[src/rtl/rtc_pkg.sv]
package rtc_pkg;

  // Which storage element a bus offset lands on
  typedef enum logic [2:0] {
    SLOT_NONE = 3'd0,
    SLOT_CTRL = 3'd1,
    SLOT_DATE = 3'd2,
    SLOT_TIME = 3'd3,
    SLOT_SCR  = 3'd4
  } slot_e;

  // Control-word flag positions (software polls these)
  localparam int FLAG_DATE_BIT = 7;
  localparam int FLAG_TIME_BIT = 8;

  // Time-word field layout
  localparam int FIELD_W  = 8;
  localparam int SEC_LSB  = 0;
  localparam int MIN_LSB  = 8;
  localparam int HOUR_LSB = 16;
  localparam int SEC_MAX  = 59;
  localparam int MIN_MAX  = 59;
  localparam int HOUR_MAX = 23;

  function automatic int scratch_count(input int variant);
    return (variant == 0) ? 4 : 8;
  endfunction

  function automatic int default_base_year(input int variant);
    return (variant == 0) ? 2010 : 1970;
  endfunction

endpackage

[src/rtl/rtc_addr_decode.sv]
module rtc_addr_decode
  import rtc_pkg::*;
#(
  parameter int MAP_VARIANT = 0,
  parameter int ADDR_W      = 10,
  parameter int SCR_N       = 4,
  parameter int SCR_IDX_W   = 2
) (
  input  logic                 clk,
  input  logic                 rst,
  input  logic [ADDR_W-1:0]    addr,
  output slot_e                slot,
  output logic [SCR_IDX_W-1:0] scr_idx
);

  localparam int WORD_W = ADDR_W - 2;

  logic [WORD_W-1:0] word;
  logic              aligned;
  logic              hit_ctrl, hit_date, hit_time, hit_scr;

  assign word    = addr[ADDR_W-1:2];
  assign aligned = (addr[1:0] == 2'b00);

  // Scratch bases are multiples of the bank size, so the low word bits index it
  assign scr_idx = word[SCR_IDX_W-1:0];

  generate
    if (MAP_VARIANT == 0) begin : g_map_compact
      localparam int CTRL_WORD = 0;
      localparam int DATE_WORD = 1;
      localparam int TIME_WORD = 2;
      localparam int SCR_BASE  = 8;
      assign hit_ctrl = aligned && (word == WORD_W'(CTRL_WORD));
      assign hit_date = aligned && (word == WORD_W'(DATE_WORD));
      assign hit_time = aligned && (word == WORD_W'(TIME_WORD));
      assign hit_scr  = aligned && (word >= WORD_W'(SCR_BASE))
                                && (word <  WORD_W'(SCR_BASE + SCR_N));
    end else begin : g_map_wide
      localparam int CTRL_WORD = 0;
      localparam int DATE_WORD = 4;
      localparam int TIME_WORD = 5;
      localparam int SCR_BASE  = 64;
      assign hit_ctrl = aligned && (word == WORD_W'(CTRL_WORD));
      assign hit_date = aligned && (word == WORD_W'(DATE_WORD));
      assign hit_time = aligned && (word == WORD_W'(TIME_WORD));
      assign hit_scr  = aligned && (word >= WORD_W'(SCR_BASE))
                                && (word <  WORD_W'(SCR_BASE + SCR_N));
    end
  endgenerate

  always_comb begin
    slot = SLOT_NONE;
    if (hit_ctrl)      slot = SLOT_CTRL;
    else if (hit_date) slot = SLOT_DATE;
    else if (hit_time) slot = SLOT_TIME;
    else if (hit_scr)  slot = SLOT_SCR;
  end

  AST_ONE_SLOT: assert property (@(posedge clk) disable iff (rst)
    $onehot0({hit_ctrl, hit_date, hit_time, hit_scr}));

endmodule

[src/rtl/rtc_time_regs.sv]
module rtc_time_regs
  import rtc_pkg::*;
#(
  parameter int DATA_W = 32
) (
  input  logic              clk,
  input  logic              rst,
  input  logic              date_we,
  input  logic              time_we,
  input  logic              ctrl_rd,
  input  logic              tick,
  input  logic [DATA_W-1:0] wdata,
  output logic [DATA_W-1:0] date_q,
  output logic [DATA_W-1:0] time_q,
  output logic              flag_date_q,
  output logic              flag_time_q
);

  logic [DATA_W-1:0] time_adv;

  // Seconds -> minutes -> hours carry chain; fields at or above limit wrap
  always_comb begin
    logic [FIELD_W-1:0] s, m, h;
    s = time_q[SEC_LSB  +: FIELD_W];
    m = time_q[MIN_LSB  +: FIELD_W];
    h = time_q[HOUR_LSB +: FIELD_W];
    if (s >= FIELD_W'(SEC_MAX)) begin
      s = '0;
      if (m >= FIELD_W'(MIN_MAX)) begin
        m = '0;
        if (h >= FIELD_W'(HOUR_MAX)) h = '0;
        else                         h = h + 1'b1;
      end else begin
        m = m + 1'b1;
      end
    end else begin
      s = s + 1'b1;
    end
    time_adv = time_q;
    time_adv[SEC_LSB  +: FIELD_W] = s;
    time_adv[MIN_LSB  +: FIELD_W] = m;
    time_adv[HOUR_LSB +: FIELD_W] = h;
  end

  always_ff @(posedge clk) begin
    if (rst) begin
      date_q      <= '0;
      time_q      <= '0;
      flag_date_q <= 1'b0;
      flag_time_q <= 1'b0;
    end else begin
      if (date_we) date_q <= wdata;

      if (time_we)   time_q <= wdata;
      else if (tick) time_q <= time_adv;

      // A flag being set outranks a clearing read
      if (date_we)      flag_date_q <= 1'b1;
      else if (ctrl_rd) flag_date_q <= 1'b0;

      if (time_we)      flag_time_q <= 1'b1;
      else if (ctrl_rd) flag_time_q <= 1'b0;
    end
  end

  AST_DATE_FLAG_SET: assert property (@(posedge clk) disable iff (rst)
    date_we |=> flag_date_q);
  AST_TIME_FLAG_SET: assert property (@(posedge clk) disable iff (rst)
    time_we |=> flag_time_q);
  AST_FLAGS_CLEARED: assert property (@(posedge clk) disable iff (rst)
    (ctrl_rd && !date_we && !time_we) |=> (!flag_date_q && !flag_time_q));
  AST_TIME_WRITE_WINS: assert property (@(posedge clk) disable iff (rst)
    time_we |=> (time_q == $past(wdata)));
  AST_SEC_STEP: assert property (@(posedge clk) disable iff (rst)
    (tick && !time_we && (time_q[SEC_LSB +: FIELD_W] < FIELD_W'(SEC_MAX)))
      |=> (time_q[SEC_LSB +: FIELD_W] == $past(time_q[SEC_LSB +: FIELD_W]) + 1'b1));

endmodule

[src/rtl/rtc_scratch_bank.sv]
module rtc_scratch_bank #(
  parameter int DATA_W = 32,
  parameter int DEPTH  = 4,
  parameter int IDX_W  = 2
) (
  input  logic              clk,
  input  logic              rst,
  input  logic              we,
  input  logic [IDX_W-1:0]  idx,
  input  logic [DATA_W-1:0] wdata,
  output logic [DATA_W-1:0] rdata_q
);

  logic [DATA_W-1:0] mem [DEPTH];

  // Registered read port; the stored words clear on reset
  always_ff @(posedge clk) begin
    if (rst) begin
      for (int i = 0; i < DEPTH; i++) mem[i] <= '0;
      rdata_q <= '0;
    end else begin
      if (we) mem[idx] <= wdata;
      rdata_q <= mem[idx];
    end
  end

  AST_SCR_STORE: assert property (@(posedge clk) disable iff (rst)
    we |=> (mem[$past(idx)] == $past(wdata)));

endmodule

[src/rtl/rtc_regfile.sv]
module rtc_regfile
  import rtc_pkg::*;
#(
  parameter int MAP_VARIANT = 0,
  parameter int DATA_W      = 32,
  parameter int ADDR_W      = 10,
  // Origin of the year field in the date word (documentation for software)
  parameter int BASE_YEAR   = default_base_year(MAP_VARIANT)
) (
  input  logic              clk,
  input  logic              rst,
  input  logic              bus_sel,
  input  logic              bus_we,
  input  logic [ADDR_W-1:0] bus_addr,
  input  logic [DATA_W-1:0] bus_wdata,
  input  logic              tick_1s,
  output logic [DATA_W-1:0] rd_data,
  output logic              rd_valid,
  output logic              bus_err
);

  localparam int SCR_N     = scratch_count(MAP_VARIANT);
  localparam int SCR_IDX_W = $clog2(SCR_N);

  slot_e                slot;
  logic [SCR_IDX_W-1:0] scr_idx;
  logic                 rd_req, wr_req;
  logic                 date_we, time_we, ctrl_rd, scr_we;
  logic [DATA_W-1:0]    date_q, time_q, ctrl_word, scr_rdata;
  logic                 flag_date_q, flag_time_q;
  logic [DATA_W-1:0]    rd_hold_q;
  logic                 rd_from_scr_q, rd_valid_q, err_q;

  rtc_addr_decode #(
    .MAP_VARIANT (MAP_VARIANT),
    .ADDR_W      (ADDR_W),
    .SCR_N       (SCR_N),
    .SCR_IDX_W   (SCR_IDX_W)
  ) u_decode (
    .clk     (clk),
    .rst     (rst),
    .addr    (bus_addr),
    .slot    (slot),
    .scr_idx (scr_idx)
  );

  assign rd_req  = bus_sel && !bus_we;
  assign wr_req  = bus_sel &&  bus_we;
  assign date_we = wr_req && (slot == SLOT_DATE);
  assign time_we = wr_req && (slot == SLOT_TIME);
  assign scr_we  = wr_req && (slot == SLOT_SCR);
  assign ctrl_rd = rd_req && (slot == SLOT_CTRL);

  rtc_time_regs #(.DATA_W(DATA_W)) u_time (
    .clk         (clk),
    .rst         (rst),
    .date_we     (date_we),
    .time_we     (time_we),
    .ctrl_rd     (ctrl_rd),
    .tick        (tick_1s),
    .wdata       (bus_wdata),
    .date_q      (date_q),
    .time_q      (time_q),
    .flag_date_q (flag_date_q),
    .flag_time_q (flag_time_q)
  );

  rtc_scratch_bank #(
    .DATA_W (DATA_W),
    .DEPTH  (SCR_N),
    .IDX_W  (SCR_IDX_W)
  ) u_scratch (
    .clk     (clk),
    .rst     (rst),
    .we      (scr_we),
    .idx     (scr_idx),
    .wdata   (bus_wdata),
    .rdata_q (scr_rdata)
  );

  always_comb begin
    ctrl_word = '0;
    ctrl_word[FLAG_DATE_BIT] = flag_date_q;
    ctrl_word[FLAG_TIME_BIT] = flag_time_q;
  end

  // Snapshot is taken at the access edge, before the flags clear
  always_ff @(posedge clk) begin
    if (rst) begin
      rd_hold_q     <= '0;
      rd_from_scr_q <= 1'b0;
      rd_valid_q    <= 1'b0;
      err_q         <= 1'b0;
    end else begin
      rd_valid_q    <= rd_req;
      err_q         <= bus_sel && (slot == SLOT_NONE);
      rd_from_scr_q <= rd_req && (slot == SLOT_SCR);
      if (rd_req) begin
        unique case (slot)
          SLOT_CTRL: rd_hold_q <= ctrl_word;
          SLOT_DATE: rd_hold_q <= date_q;
          SLOT_TIME: rd_hold_q <= time_q;
          default:   rd_hold_q <= '0;
        endcase
      end
    end
  end

  assign rd_data  = rd_from_scr_q ? scr_rdata : rd_hold_q;
  assign rd_valid = rd_valid_q;
  assign bus_err  = err_q;

  AST_READ_VALID_NEXT: assert property (@(posedge clk) disable iff (rst)
    rd_req |=> rd_valid);
  AST_NO_VALID_WITHOUT_READ: assert property (@(posedge clk) disable iff (rst)
    !rd_req |=> !rd_valid);
  AST_UNMAPPED_READS_ZERO: assert property (@(posedge clk) disable iff (rst)
    (rd_valid && bus_err) |-> (rd_data == '0));
  AST_UNMAPPED_WRITE_QUIET: assert property (@(posedge clk) disable iff (rst)
    (wr_req && (slot == SLOT_NONE)) |=> ($stable(ctrl_word) && $stable(date_q) && $stable(time_q)) || $past(tick_1s));
  AST_CTRL_WRITE_IGNORED: assert property (@(posedge clk) disable iff (rst)
    (wr_req && (slot == SLOT_CTRL)) |=> $stable(ctrl_word));

endmodule

[config.mk]
export PLATFORM = sky130hd
export DESIGN_NAME = rtc_regfile
export DESIGN_NICKNAME = d
export VERILOG_FILES = /design/src/rtl/rtc_pkg.sv /design/src/rtl/rtc_addr_decode.sv /design/src/rtl/rtc_time_regs.sv /design/src/rtl/rtc_scratch_bank.sv /design/src/rtl/rtc_regfile.sv
export SDC_FILE = /design/constraint.sdc
export NUM_CORES = 1
export LEC_CHECK = 0
export ABC_AREA = 1
export BUFFER_PORTS_ARGS = -buffer_cell sky130_fd_sc_hd__buf_2
export CAP_MARGIN = 10
export CORE_ASPECT_RATIO = 1.5
export CORE_MARGIN = 1
export CORE_UTILIZATION = 55
export CTS_CLUSTER_DIAMETER = 50
export DETAILED_ROUTE_END_ITERATION = 6
export HOLD_SLACK_MARGIN = 0.02
export PLACE_DENSITY = 0.76
export REMOVE_ABC_BUFFERS = 1
export SLEW_MARGIN = 15
export SYNTH_ARGS = -nofsm -noshare
export SYNTH_HDL_FRONTEND = slang
export SYNTH_HIERARCHICAL = 1
export SYNTH_SLANG_ARGS = --single-unit
[constraint.sdc]
create_clock -name clk -period 2.7 [get_ports clk]
set_input_delay 0.27 -clock clk [delete_from_list [all_inputs] [get_ports clk]]
set_output_delay 0.27 -clock clk [all_outputs]
set_load 0.005 [all_outputs]
==> results.yml <==
drt:
  avgViaCountPerCell: 5.63
  drt_pass1_iterations: 6
  drt-initial-drc-count: 1050
  wl_um: 31700
  drc: 0
  ant_nets: 0
  num_vias: 9620
  wl_per_cell_um: 18.5
global_route:
  grt_pass1_wl_um: 49500
  grt_usage_pct: 29.0
  grt_max_degree: 51
  overflow: 0
  first_global_vias: 9364
  antenna_found_initial: 0
cts:
  h-tree-depth: 1
  clk_path_buf_depth: 3
  cts.reportedPaths.clkPinSlew_ns: 0.06
  post_cts_buffers: 0
  cts_buffers: 24
  clk-insertion-delay-late_ns: 0.52
  root_buffer: "clkbuf_16"
  clkSinkCount: 261
  cts_tree: "done"
worst_setup_path:
  crit_fanout: 14
  arrival_ns: 2.63
  critPathTopFamily: "simple AND/OR/NAND/NOR gates"
  endpoint_kind: "flop"
  critPathKind: "primary input to flop"
  path_buf_inv: 5
  path_common_cell: "nand2_1"
  reg2reg_depth: 8
  crit_required_ns: 3.15
  r2r_setup_slack_ns: 1.11
  cp_cell_sequence: "buf_2 > nor2_2 > nand2_1 > nor3_2 > clkinv_4 > nor4_2 > buf_4 > inv_4 > nand2_2 > inv_2 > nand2_4 > nand3_4 > nand2_1 > nand2_1 > nor2_2"
  critPathSlowestCell: "nor4_2"
  worstReg2RegEnd: "u_time/time_q[18]"
  critPathLaunch: "bus_addr[1]"
  max_stage_delay_ns: 0.32
  cp-start-kind: "primary input"
  r2r-start: "u_time/time_q[0]"
logic_synthesis:
  yosysWarnings: 6
  synth_top_area_share_pct: 32.2
  synth_area_leader_cell: "edfxtp_1"
  synth_edf_count: 128
  synth-seq-cells: 261
  syn_avg_cell_area_um2: 8.78
  netlist_area_mm2: 0.0119
  yosys-top-cells-area: "edfxtp_1, dfxtp_1, nor2_1, nand2_1, inv_1"
  synth.most_common_cell: "nor2_1"
  seq_area_frac_synth_pct: 54.5
  syn_inst: 1359
  ys.flop_type: "dfxtp_1"
  synth.distinct_cells: 40
  ys_top_cells_by_count: "nor2_1, nand2_1, inv_1, dfxtp_1, edfxtp_1"
  async_flop_share_pct: 0
sta:
  max_freq_mhz: 460
  hold_slack_ns: 0.0266
  setup_violations: 0
  tightest_slew_ns: 0.802
  fin_crit_sh_pct: 80.5
  grt_setup_unrepaired: "false"
  min_period_ns: 2.17
  finClkSkew_ns: 0.0119
  maxSlewHeadroom_pct: 46.5
  maxSlewViolCount: 0
  finalHoldViolCount: 0
  setup_tns_ns: 0
power_and_ir_drop:
  clock_power_share_pct: 41.2
  p_int_w: 0.00630
  power_frac_comb_pct: 5.7
  p_seq_share_pct: 53.2
  power.density_mw_per_mm2: 610
  switching_share_pct: 22.5
  vdd_ir_drop_max_v: 0.000479
  p_leak_nw: 5.65
  p_switching_w: 0.00183
hold_path:
  hp-class: "primary input to flop"
  hold_end: "u_time/date_q[16]"
  hp-start: "bus_wdata[16]"
  holdPathStages: 3
final_layout:
  fillers: 1796
  n_antenna_cell: 0
  drive_gt1_share_pct: 19.5
  nNetsFinal: 1472
  syn2layout_area_growth_pct: 11.6
floorplan:
  rows: 65
  io_pins: 81
  die_w_um: 122
  start_util_pct: 56.4
  die-area_mm2: 0.0223
  die_y_um: 182
  coreArea_mm2: 0.0211
run:
  maxCapViolations: 0
place:
  io_buffers: 80
  gp_congestion: 0.850
  dp_hpwl_um: 19700
run_status:
  status: "complete, no violations"
## metal layers
| metal | GRT usage (%) | vias to the layer above | share of wire (%) | routed length (µm) |
|---|---|---|---|---|
| met5 | 0 | - | 0 | 0 |
| met4 | 13.4 | 0 | 3.9 | 1230 |
| met3 | 2.88 | 100 | 7.5 | 2370 |
| met2 | 50.2 | 450 | 51 | 16100 |
| met1 | 36.1 | 4551 | 38 | 12000 |
| li1 | - | 4519 | - | - |
## state kept, by name (all words and copies together), names as in the netlist
register / cells
u_scratch/mem: 128
u_time/time_q: 32
u_time/flag_time_q: 1
u_time/date_q: 32
rd_hold_q: 32
rd_valid: 1
bus_err: 1
rd_from_scr_q: 1
u_time/flag_date_q: 1
u_scratch/rdata_q: 32
## worst max-delay path by stage
stage / endpoint / slack, ns / cells after the start
final: u_time/time_q[18] / 0.53 / 15
after global routing: u_time/time_q[23] / 0.32 / 17
after CTS: u_time/time_q[18] / 0.56 / 15
after detailed placement: u_time/time_q[17] / 0.04 / 14
after global placement: u_time/time_q[19] / 0.12 / 14
after floorplan: u_time/time_q[17] / -4.14 / 12
## per-stage QoR
| step | total power, W | utilization [%] | setup WS, ns | cells | area [µm²] |
|---|---|---|---|---|---|
| 4_1_cts | 0.00815 | 63.0 | 0.562 | 1708 | 13300 |
| 3_5_place_dp | 0.00485 | 59.2 | 0.0440 | 1661 | 12500 |
| 6_report | 0.00812 | 63.0 | 0.526 | 1708 | 13300 |
| 2_1_floorplan | 0.00461 | - | -4.14 | 1277 | 11400 |
| 3_3_place_gp | 0.00484 | 59.2 | 0.118 | 1661 | 12500 |
| 5_1_grt | 0.00833 | 63.0 | 0.322 | 1708 | 13300 |
## cell families after synthesis
| kind of cell | share of synthesized area (%) |
|---|---|
| and+or+nand+nor | 23.8 |
| buffers and inverters | 9.41 |
| AOI/OAI and AO/OA | 8.72 |
| DFF | 54.5 |
| adders and majority gates | 0.315 |
| muxes | 3.02 |
| xor gates and xnor gates | 0.220 |
## area by class of cell
class / count / area, µm² / area share (%)
sequential: 261 / 6510 / 48.9
tap: 268 / 335 / 2.52
timing repair buffer: 119 / 766 / 5.75
multi-input combinational: 852 / 4320 / 32.4
clock buffer: 34 / 691 / 5.19
clock inverter: 10 / 76.3 / 0.573
inverter: 164 / 626 / 4.70
## power by group through the flow
stage,sequential (W),combinational [W],clock [W]
2_1_floorplan,0.00440,0.000215,0
3_3_place_gp,0.00440,0.000444,0
3_5_place_dp,0.00440,0.000450,0
4_1_cts,0.00432,0.000458,0.00338
5_1_grt,0.00433,0.000499,0.00351
6_report,0.00432,0.000461,0.00334
## cells in the final DEF, fill, tap and decap left out, types with 5 or more instances in the layout
cell	Yosys	routed
nor2_1	246	245
nand2_1	240	240
inv_1	152	152
dfxtp_1	133	132
edfxtp_1	128	128
buf_2	27	79
nand3_1	45	45
o21ai_0	44	44
a21oi_1	43	43
nand4_1	40	40
buf_4	13	32
or2_2	32	32
o211ai_1	32	32
mux2_2	30	30
o21ai_1	29	29
clkbuf_16	0	26
a21oi_2	20	20
nor2_2	12	13
inv_2	9	9
clkbuf_1	22	7
clkinv_2	0	7
a22oi_1	6	6
buf_12	0	5
nand2_4	5	5
## worst min-delay path, stage by stage
cell    delay (ns)
buf_2         0.11
nor2_1        0.05
nor2_1        0.08
## timing repair
item / 4_1_cts / 5_1_grt
endpoints found under the hold margin: 3 / 0
hold buffers: 3 / 0
gates resized for setup: 0 / 0
setup endpoints to repair: 0 / 0
Note: power is estimated with default switching activity, not from simulation.
